<file path="src/rtl/lsu_pkg.sv">
package lsu_pkg;

   typedef enum logic [1:0] {
      SZ_BYTE = 2'd0,
      SZ_HALF = 2'd1,
      SZ_WORD = 2'd2,
      SZ_BAD  = 2'd3
   } lsu_size_e;

   localparam int unsigned FAULT_RD_BIT = 0;
   localparam int unsigned FAULT_WR_BIT = 1;

endpackage

</file>
<file path="src/rtl/lsu_align_check.sv">
module lsu_align_check
   import lsu_pkg::*;
#(
   parameter int unsigned ADDR_W = 32,
   parameter int unsigned OFF_W  = 2
) (
   input  logic              valid,
   input  lsu_size_e         size,
   input  logic [ADDR_W-1:0] addr,
   output logic              misaligned,
   output logic              size_bad,
   output logic [ADDR_W-1:0] addr_fixed
);

   logic half_odd;
   logic word_off;

   assign half_odd = addr[0];
   assign word_off = |addr[OFF_W-1:0];

   always_comb begin
      addr_fixed = addr;
      unique case (size)
         SZ_HALF: addr_fixed[0] = 1'b0;
         SZ_WORD: addr_fixed[OFF_W-1:0] = '0;
         default: addr_fixed = addr;
      endcase
   end

   assign misaligned = valid && (((size == SZ_HALF) && half_odd) ||
                                 ((size == SZ_WORD) && word_off));
   assign size_bad   = (size == SZ_BAD);

endmodule

</file>
<file path="src/rtl/lsu_store_lanes.sv">
module lsu_store_lanes
   import lsu_pkg::*;
#(
   parameter int unsigned DATA_W = 32,
   localparam int unsigned LANES = DATA_W / 8,
   localparam int unsigned OFF_W = $clog2(LANES)
) (
   input  logic              en,
   input  lsu_size_e         size,
   input  logic [OFF_W-1:0]  off,
   input  logic [DATA_W-1:0] wdata,
   output logic [LANES-1:0]  be,
   output logic [DATA_W-1:0] lane_data
);

   // Lane g holds byte offset LANES-1-g (big-endian).
   for (genvar g = 0; g < LANES; g++) begin : g_lane
      localparam int unsigned BOFF = LANES - 1 - g;
      localparam logic [OFF_W-1:0] BOFF_V = OFF_W'(BOFF);
      logic hit;
      logic [7:0] byte_src;

      always_comb begin
         hit      = 1'b0;
         byte_src = 8'h00;
         unique case (size)
            SZ_BYTE: begin
               hit      = (off == BOFF_V);
               byte_src = wdata[7:0];
            end
            SZ_HALF: begin
               hit      = (off[OFF_W-1:1] == BOFF_V[OFF_W-1:1]);
               byte_src = (BOFF % 2 == 0) ? wdata[15:8] : wdata[7:0];
            end
            SZ_WORD: begin
               hit      = 1'b1;
               byte_src = wdata[8*g +: 8];
            end
            default: begin
               hit      = 1'b0;
               byte_src = 8'h00;
            end
         endcase
      end

      assign be[g]             = en && hit;
      assign lane_data[8*g +: 8] = be[g] ? byte_src : 8'h00;
   end

endmodule

</file>
<file path="src/rtl/lsu_load_extract.sv">
module lsu_load_extract
   import lsu_pkg::*;
#(
   parameter int unsigned DATA_W = 32,
   localparam int unsigned LANES = DATA_W / 8,
   localparam int unsigned HALVES = LANES / 2,
   localparam int unsigned OFF_W = $clog2(LANES)
) (
   input  lsu_size_e         size,
   input  logic              sext,
   input  logic [OFF_W-1:0]  off,
   input  logic [DATA_W-1:0] rword,
   output logic [DATA_W-1:0] rdata
);

   logic [7:0]  byte_at [LANES];
   logic [15:0] half_at [HALVES];

   for (genvar o = 0; o < LANES; o++) begin : g_byte
      assign byte_at[o] = rword[DATA_W-1-8*o -: 8];
   end
   for (genvar h = 0; h < HALVES; h++) begin : g_half
      assign half_at[h] = rword[DATA_W-1-16*h -: 16];
   end

   logic [7:0]  b_sel;
   logic [15:0] h_sel;

   assign b_sel = byte_at[off];
   assign h_sel = half_at[off[OFF_W-1:1]];

   always_comb begin
      unique case (size)
         SZ_BYTE: rdata = {{(DATA_W-8){sext & b_sel[7]}}, b_sel};
         SZ_HALF: rdata = {{(DATA_W-16){sext & h_sel[15]}}, h_sel};
         SZ_WORD: rdata = rword;
         default: rdata = '0;
      endcase
   end

endmodule

</file>
<file path="src/rtl/lsu_fault_log.sv">
module lsu_fault_log
   import lsu_pkg::*;
#(
   parameter int unsigned ADDR_W = 32
) (
   input  logic              clk,
   input  logic              rst_n,
   input  logic              rd_fault,
   input  logic              wr_fault,
   input  logic              clear,
   input  logic [ADDR_W-1:0] addr,
   output logic [1:0]        fault_map,
   output logic [ADDR_W-1:0] fault_addr
);

   logic [1:0] map_next;

   always_comb begin
      map_next = clear ? 2'b00 : fault_map;
      if (rd_fault) map_next[FAULT_RD_BIT] = 1'b1;
      if (wr_fault) map_next[FAULT_WR_BIT] = 1'b1;
   end

   always_ff @(posedge clk or negedge rst_n) begin
      if (!rst_n) begin
         fault_map  <= 2'b00;
         fault_addr <= '0;
      end else begin
         fault_map <= map_next;
         if (rd_fault || wr_fault) fault_addr <= addr;
      end
   end

   AST_RD_STICKY: assert property (@(posedge clk) disable iff (!rst_n)
      fault_map[FAULT_RD_BIT] && !clear |=> fault_map[FAULT_RD_BIT]);
   AST_WR_STICKY: assert property (@(posedge clk) disable iff (!rst_n)
      fault_map[FAULT_WR_BIT] && !clear |=> fault_map[FAULT_WR_BIT]);
   AST_CAPTURE_RD: assert property (@(posedge clk) disable iff (!rst_n)
      rd_fault |=> fault_map[FAULT_RD_BIT] && (fault_addr == $past(addr)));
   AST_CAPTURE_WR: assert property (@(posedge clk) disable iff (!rst_n)
      wr_fault |=> fault_map[FAULT_WR_BIT] && (fault_addr == $past(addr)));
   AST_CLEAR_EMPTY: assert property (@(posedge clk) disable iff (!rst_n)
      clear && !rd_fault && !wr_fault |=> fault_map == 2'b00);

endmodule

</file>
<file path="src/rtl/be_lane_unit.sv">
module be_lane_unit
   import lsu_pkg::*;
#(
   parameter int unsigned ADDR_W = 32,
   parameter int unsigned DATA_W = 32
) (
   input  logic                  clk,
   input  logic                  rst_n,
   input  logic                  acc_valid,
   input  logic                  acc_write,
   input  logic [1:0]            acc_size,
   input  logic                  acc_signed,
   input  logic [ADDR_W-1:0]     acc_addr,
   input  logic [DATA_W-1:0]     st_data,
   input  logic [DATA_W-1:0]     ld_word,
   input  logic                  fault_clear,
   output logic [ADDR_W-1:0]     mem_addr,
   output logic [DATA_W/8-1:0]   mem_be,
   output logic [DATA_W-1:0]     mem_wdata,
   output logic [DATA_W-1:0]     ld_data,
   output logic                  misalign,
   output logic                  size_err,
   output logic [1:0]            fault_map,
   output logic [ADDR_W-1:0]     fault_addr
);

   localparam int unsigned LANES = DATA_W / 8;
   localparam int unsigned OFF_W = $clog2(LANES);

   if ((DATA_W % 16) != 0 || LANES < 4) begin : g_bad_width
      $error("be_lane_unit: DATA_W must be a multiple of 16 and at least 32");
   end
   if ((LANES & (LANES - 1)) != 0) begin : g_bad_lanes
      $error("be_lane_unit: DATA_W/8 must be a power of two");
   end
   if (ADDR_W <= OFF_W) begin : g_bad_addr
      $error("be_lane_unit: ADDR_W too small for the lane offset");
   end

   lsu_size_e         size;
   logic              mis_w;
   logic              bad_w;
   logic [ADDR_W-1:0] fixed_w;
   logic              lane_en;

   assign size = lsu_size_e'(acc_size);

   lsu_align_check #(.ADDR_W(ADDR_W), .OFF_W(OFF_W)) u_align (
      .valid      (acc_valid),
      .size       (size),
      .addr       (acc_addr),
      .misaligned (mis_w),
      .size_bad   (bad_w),
      .addr_fixed (fixed_w)
   );

   assign lane_en = acc_valid && !bad_w;

   lsu_store_lanes #(.DATA_W(DATA_W)) u_store (
      .en        (lane_en),
      .size      (size),
      .off       (fixed_w[OFF_W-1:0]),
      .wdata     (st_data),
      .be        (mem_be),
      .lane_data (mem_wdata)
   );

   lsu_load_extract #(.DATA_W(DATA_W)) u_load (
      .size  (size),
      .sext  (acc_signed),
      .off   (fixed_w[OFF_W-1:0]),
      .rword (ld_word),
      .rdata (ld_data)
   );

   lsu_fault_log #(.ADDR_W(ADDR_W)) u_log (
      .clk        (clk),
      .rst_n      (rst_n),
      .rd_fault   (mis_w && !acc_write),
      .wr_fault   (mis_w && acc_write),
      .clear      (fault_clear),
      .addr       (acc_addr),
      .fault_map  (fault_map),
      .fault_addr (fault_addr)
   );

   assign mem_addr = fixed_w;
   assign misalign = mis_w;
   assign size_err = acc_valid && bad_w;

   AST_IDLE_NO_BE: assert property (@(posedge clk) disable iff (!rst_n)
      !acc_valid |-> (mem_be == '0) && !misalign && !size_err);
   AST_WORD_ALIGNED: assert property (@(posedge clk) disable iff (!rst_n)
      acc_valid && (acc_size == 2'd2) |-> mem_addr[OFF_W-1:0] == '0);
   AST_BYTE_ONE_LANE: assert property (@(posedge clk) disable iff (!rst_n)
      acc_valid && (acc_size == 2'd0) |-> $countones(mem_be) == 1);
   AST_HALF_TWO_LANES: assert property (@(posedge clk) disable iff (!rst_n)
      acc_valid && (acc_size == 2'd1) |-> $countones(mem_be) == 2);
   AST_BAD_SIZE_QUIET: assert property (@(posedge clk) disable iff (!rst_n)
      size_err |-> (mem_be == '0) && !misalign);

endmodule

</file>
<file path="config.mk">
export PLATFORM = sky130hd
export DESIGN_NAME = be_lane_unit
export DESIGN_NICKNAME = d
export VERILOG_FILES = /design/src/rtl/lsu_pkg.sv /design/src/rtl/lsu_align_check.sv /design/src/rtl/lsu_store_lanes.sv /design/src/rtl/lsu_load_extract.sv /design/src/rtl/lsu_fault_log.sv /design/src/rtl/be_lane_unit.sv
export SDC_FILE = /design/constraint.sdc
export NUM_CORES = 1
export LEC_CHECK = 0
export BUFFER_PORTS_ARGS = -buffer_cell sky130_fd_sc_hd__buf_2
export CORE_ASPECT_RATIO = 0.8
export CORE_MARGIN = 4
export CORE_UTILIZATION = 28
export CTS_CLUSTER_DIAMETER = 40
export DETAILED_ROUTE_END_ITERATION = 10
export SYNTH_ARGS = -nofsm -noshare
export SYNTH_HDL_FRONTEND = slang
export SYNTH_SLANG_ARGS = --single-unit
export TNS_END_PERCENT = 30
</file>
<file path="constraint.sdc">
create_clock -name clk -period 2.34 [get_ports clk]
set_clock_uncertainty 0.2 [all_clocks]
set_input_delay 0.117 -clock clk [delete_from_list [all_inputs] [get_ports clk]]
set_output_delay 0.117 -clock clk [all_outputs]
set_load 0.02 [all_outputs]
</file>
Yosys cells after proc, flatten, opt, wreduce, memory -nomap -nowiden
Cells that the tools add are included.

Reduce and logical (&&, ||, !) cells: 23. Equality and inequality tests: 6. Order comparisons: 2. Bitwise operators: 5. Add/subtract/negate cells: 0. Shift-type cells: 0. Muxes and demuxes: 24. Div/mod/pow operators: 0. Multipliers: 0.

Operator list (number): 32-bit one-hot mux with 3 select lines (1); 8-bit two-way mux (7); 16-bit two-way mux (3); 8-bit one-hot mux with 2 select lines (2); 8-bit one-hot mux with 3 select lines (1); 8-bit binary-select mux with 2-bit select (1); 1-bit one-hot mux with 3 select lines (4); 1-bit logical AND (11); 2-bit equality test, second input constant (4); 2-bit OR reduction (3); 2-bit by 1-bit equality test with 1-bit output, second input constant (2); 2-bit logical NOT (2); 1-bit two-way mux (4); 2-bit nonzero test (2); 3-bit greater-or-equal comparator, second input constant (1); 2-bit inverter with 3-bit output (1); 3-bit OR reduction (1); 1-bit bitwise AND (2); 2-bit greater-or-equal comparator, second input constant (1); 1-bit logical NOT (2); 1-bit logical OR (2); 2-bit two-way mux (1); 1-bit inverter with 2-bit output (1); 1-bit inverter (1).

Output and inout bits: 136. Latch bits: 0. Bits in read-only memories: 0. Input port bits: 104. Register bits after elaboration: 34. Logic and storage cells: 63. Memories: 0. Memory bits (writable): 0.

Logic depth before layout (Yosys ltp)
Depth after elaboration: 9. Depth in mapped cells: 9. Depth with buffers taken out: 7.

Hierarchy
From an unflattened synthesis, not the netlist that was laid out.

Cell total of the unflattened synthesis: 319. Area, all modules: 3085.5 µm².

By module, submodules not included: lsu_fault_log (seq. area each 850.8 µm², instances 1, area each 1312.5 µm², cells an instance 73); lsu_load_extract (seq. area each 0.0 µm², instances 1, area each 853.3 µm², cells an instance 119); lsu_store_lanes (seq. area each 0.0 µm², instances 1, area each 585.6 µm², cells an instance 83); lsu_align_check (seq. area each 0.0 µm², instances 1, area each 301.5 µm², cells an instance 40); be_lane_unit (seq. area each 0.0 µm², instances 1, area each 32.5 µm², cells an instance 4).

Least setup slack after synthesis
OpenSTA, ideal clock, no wires.

Path type: in2out. Start point: input port acc_size[0]. End point: output port ld_data[22]. Path slack: 0.119 ns. Stages on the path: 8. Arrival time: 1.904 ns. Buffers on the path: 2. Data required time: 2.023 ns. Cell sequence: inv_1 -> ha_1 -> buf_6 -> nand2b_4 -> mux4_2 -> nand2_4 -> buf_6 -> a311oi_1.

Cells in the longest elaborated chain, start to end: 9. Elaborated cells between the ends (all ways): 17. Classes of those cells: eq/ne (2); mux (9); bitwise (4); reduce/logical (2).

RTL lines: from (decl) (line be_lane_unit.sv:11) `input logic [1:0] acc_size,`; 2-bit equality test or 2-bit by 1-bit equality test with 1-bit output (tied branches) (line lsu_align_check.sv:23, lsu_load_extract.sv:33); 2-bit OR reduction (no line); 1-bit two-way mux (line lsu_align_check.sv:23) `unique case (size)`; 2-bit inverter with 3-bit output (implied by the code) (line lsu_load_extract.sv:29) `assign b_sel = byte_at[off];`; 8-bit binary-select mux with 2-bit select (line lsu_load_extract.sv:29); 8-bit two-way mux (implied by the code) (2 in a row) (line lsu_load_extract.sv:29); 1-bit bitwise AND (line lsu_load_extract.sv:34) `SZ_BYTE: rdata = {{(DATA_W-8){sext & b_sel[7]}}, b_sel};`; 32-bit one-hot mux with 3 select lines (*) (line lsu_load_extract.sv:33) `unique case (size)`; to (decl) (line be_lane_unit.sv:20) `output logic [DATA_W-1:0] ld_data,`.

Mark *: on every way between the ends. The rest lies on a longest branch, timed or not. The select of a mux whose other input is x is not followed.

Final worst setup path
Start point: input port acc_size[0]. End point: output port ld_data[27].

Same word-level chain as after synthesis.

==> impl_metrics.py <==
metrics = {
    "power": {
        "max-vdd-ir-drop_mv": 0.320,
        "pwr_density_cell_nw_per_um2": 549,
        "power_leakage_nw": 2.46,
    },
    "grt": {
        "grt_max_degree": 41,
        "grt_util_all_layers_pct": 17.0,
        "grt_pass1_wl_mm": 18.3,
        "antenna_found_initial": 0,
        "first_global_vias": 3652,
        "grt.overflow.total": 0,
    },
    "placement": {
        "dpl_worst_slack_ps": 195,
        "portBuffers": 239,
        "placed_cells": 709,
        "place_congestion": 0.980,
        "hpwl_mm": 9.31,
    },
    "yosys": {
        "ys_async_sr_fraction_pct": 100,
        "ys_ff_latch": 34,
        "syn_inst": 376,
        "syn_area_per_cell_um2": 8.32,
        "synth_most_common_cell": "a21oi_1",
        "ys.flop_type": "dfrtp_1",
        "yosys.area.top_type": "dfrtp_1",
        "syn_area_um2": 3130,
        "synth_edf_count": 0,
        "yosys_warnings": 0,
        "synth.top_cells.by_count": "56 x a21oi_1, 35 x mux2_2, 34 x buf_4, 34 x dfrtp_1, 26 x nor2_1",
        "yosysSeqAreaShare_pct": 27.2,
        "syn_nets": 485,
        "yosysUniqueCellTypes": 38,
        "ys_top_cells_by_area": "dfrtp_1 27%, mux2_2 13%, a21oi_1 9.0%",
        "synth_top_area_share_pct": 27.2,
    },
    "routing": {
        "drt_drc_violations_left": 0,
        "wl_met3_um": 832,
        "top_layer": "met4",
        "met1_length_mm": 4.87,
        "num_vias": 3736,
        "drt-vias-per-instance": 4.97,
        "drt_iter0_markers": 218,
        "post_drt_wl_per_cell_um": 15.9,
        "drtAntennaViolNets": 0,
        "met2_wirelength_mm": 6.02,
        "dr.pass1.iters": 6,
        "wl_mm": 11.9,
    },
    "final_layout": {
        "area_growth_pct": 51.4,
        "postLayoutCoreUtil_pct": 43.5,
        "instances_no_fill": 751,
        "drive_gt1_share_pct": 49.8,
        "nNetsFinal": 715,
        "diodes": 0,
    },
    "critical_path": {
        "slowest_stage": "mux4_2",
        "worstPathCellList": "buf_2 -> inv_1 -> ha_1 -> nand2b_4 -> mux4_2 -> nand2_4 -> a311oi_1 -> buf_2",
        "worst_setup_path_end_kind": "output port",
        "cp_common_cell": "buf_2",
        "cp_max_fo": 17,
        "cp.required_ps": 2020,
        "critPathKind": "in -> out",
        "worstSetupStartpointType": "primary input",
        "max_stage_delay_ps": 550,
        "cp.arrival_ps": 1830,
    },
    "die": {
        "die_area_um2": 12900,
        "die_h_um": 103,
        "rows": 34,
        "ios": 240,
        "start_util_pct": 28.7,
        "die_w_um": 126,
        "core-area_um2": 10900,
    },
    "clocking": {
        "cts_max_level": 2,
        "clockRootBuffer": "clkbuf_16",
        "post_cts_buffers": 0,
        "clk_latency_ps": 270,
        "cts.path.max_buffers": 2,
        "cts_resized": 0,
        "cts_buffers": 5,
        "cts_tree": "built",
        "path_clk_slew_ps": 50,
        "cts.sinks": 34,
    },
    "timing": {
        "worst_pin_slew_ps": 748,
        "rsz0062_at_grt": "no",
        "fmax_ghz": 0.466,
        "setup_violations": 0,
        "slew_headroom_pct": 50.1,
        "hold_viol": 0,
        "fin_crit_ps": 2150,
        "fin_setup_tns_ps": 0,
        "period_share_pct": 91.7,
        "final_max_slew_viol_count": 0,
        "setup_ws_ps": 193,
    },
    "status": {
        "outcome": "finished clean",
    },
    "hold_path": {
        "hp-class": "in -> reg",
    },
    "job": {
        "maxCapViolCount": 0,
    },
}
-- layer usage --
layer	up-vias	track usage, %
met3	18	3.11
li1	1814	-
met4	0	4.62
met5	-	0
met2	169	31.0
met1	1735	21.0
-- path summary, 6_finish.rpt --
path,from,to,slack (ps),cells after the start
hold / removal,acc_addr[0],u_log.fault_addr[0]$_DFFE_PN0P_,4,2
min in group asynchronous,rst_n,u_log.fault_addr[12]$_DFFE_PN0P_,260,2
setup reg to reg,u_log.fault_map[0]$_DFFE_PN0P_,u_log.fault_map[0]$_DFFE_PN0P_,990,3
max in group asynchronous,rst_n,u_log.fault_addr[0]$_DFFE_PN0P_,1210,2
setup / recovery,acc_size[0],ld_data[27],190,8
hold reg to reg,u_log.fault_addr[26]$_DFFE_PN0P_,u_log.fault_addr[26]$_DFFE_PN0P_,300,1
-- flip-flops by register name (all words and copies together), names as in the netlist --
register / count
u_log.fault_map: 2
u_log.fault_addr: 32
-- stage by stage --
stage	power [mW]	hold slack [ps]	cell area [µm²]
6_report	2.60	3.87	4740
5_1_grt	2.76	12.5	4740
4_1_cts	2.62	6.86	4740
3_5_place_dp	1.91	35.1	4250
3_3_place_gp	1.89	24.0	4250
2_1_floorplan	1.50	-379	3130
-- cell usage in the layout, fill, tap and decap left out, types with 9 or more instances in the layout --
cell and n:
dlygate4sd3_1 34, o21ai_0 9, nand2_1 24, a311oi_1 16, mux2_2 35, buf_2 239, nor2_1 26, inv_1 11
a21oi_1 56, and2_1 9, a22oi_1 17, dfrtp_1 34, buf_4 13
-- layout make-up --
class | instances | area [µm²]
inverter | 12 | 45.0
tap | 144 | 180
fill | 1121 | 6150
multi-input combinational | 265 | 1840
timing repair buffer | 288 | 1670
clock buffer | 7 | 143
clock inverter | 1 | 5.00
sequential | 34 | 851
-- worst max-delay path, delay by kind of cell --
| kind | cells | cell delay (ps) |
|---|---|---|
| buffers and inverters | 3 | 350 |
| and+or+nand+nor | 2 | 350 |
| adders and majority gates | 1 | 320 |
| muxes | 1 | 550 |
| AOI/OAI and AO/OA | 1 | 130 |
-- cell families (layout without fill, tap and decap cells) --
| family | after synthesis | in the layout | share of synthesized area, % |
|---|---|---|---|
| muxes | 42 | 42 | 15.2 |
| adders and majority gates | 5 | 5 | 2.00 |
| DFF | 34 | 34 | 27.2 |
| and+or+nand+nor | 91 | 91 | 14.4 |
| buffers and inverters | 77 | 308 | 14.2 |
| AOI/OAI and AO/OA | 127 | 127 | 26.9 |
-- what timing repair did --
item                                    CTS  global route
hold endpoints to repair                 66             0
hold buffers                             34             0
endpoints found under the setup margin    0             0
-- power by group --
part	internal (mW)	leakage [nW]	switching (mW)
registers	0.713	0.404	0.0575
logic	0.482	1.98	0.690
clock network	0.422	0.0739	0.239
total	1.62	2.46	0.986
Note: power is estimated with default switching activity, not from simulation.
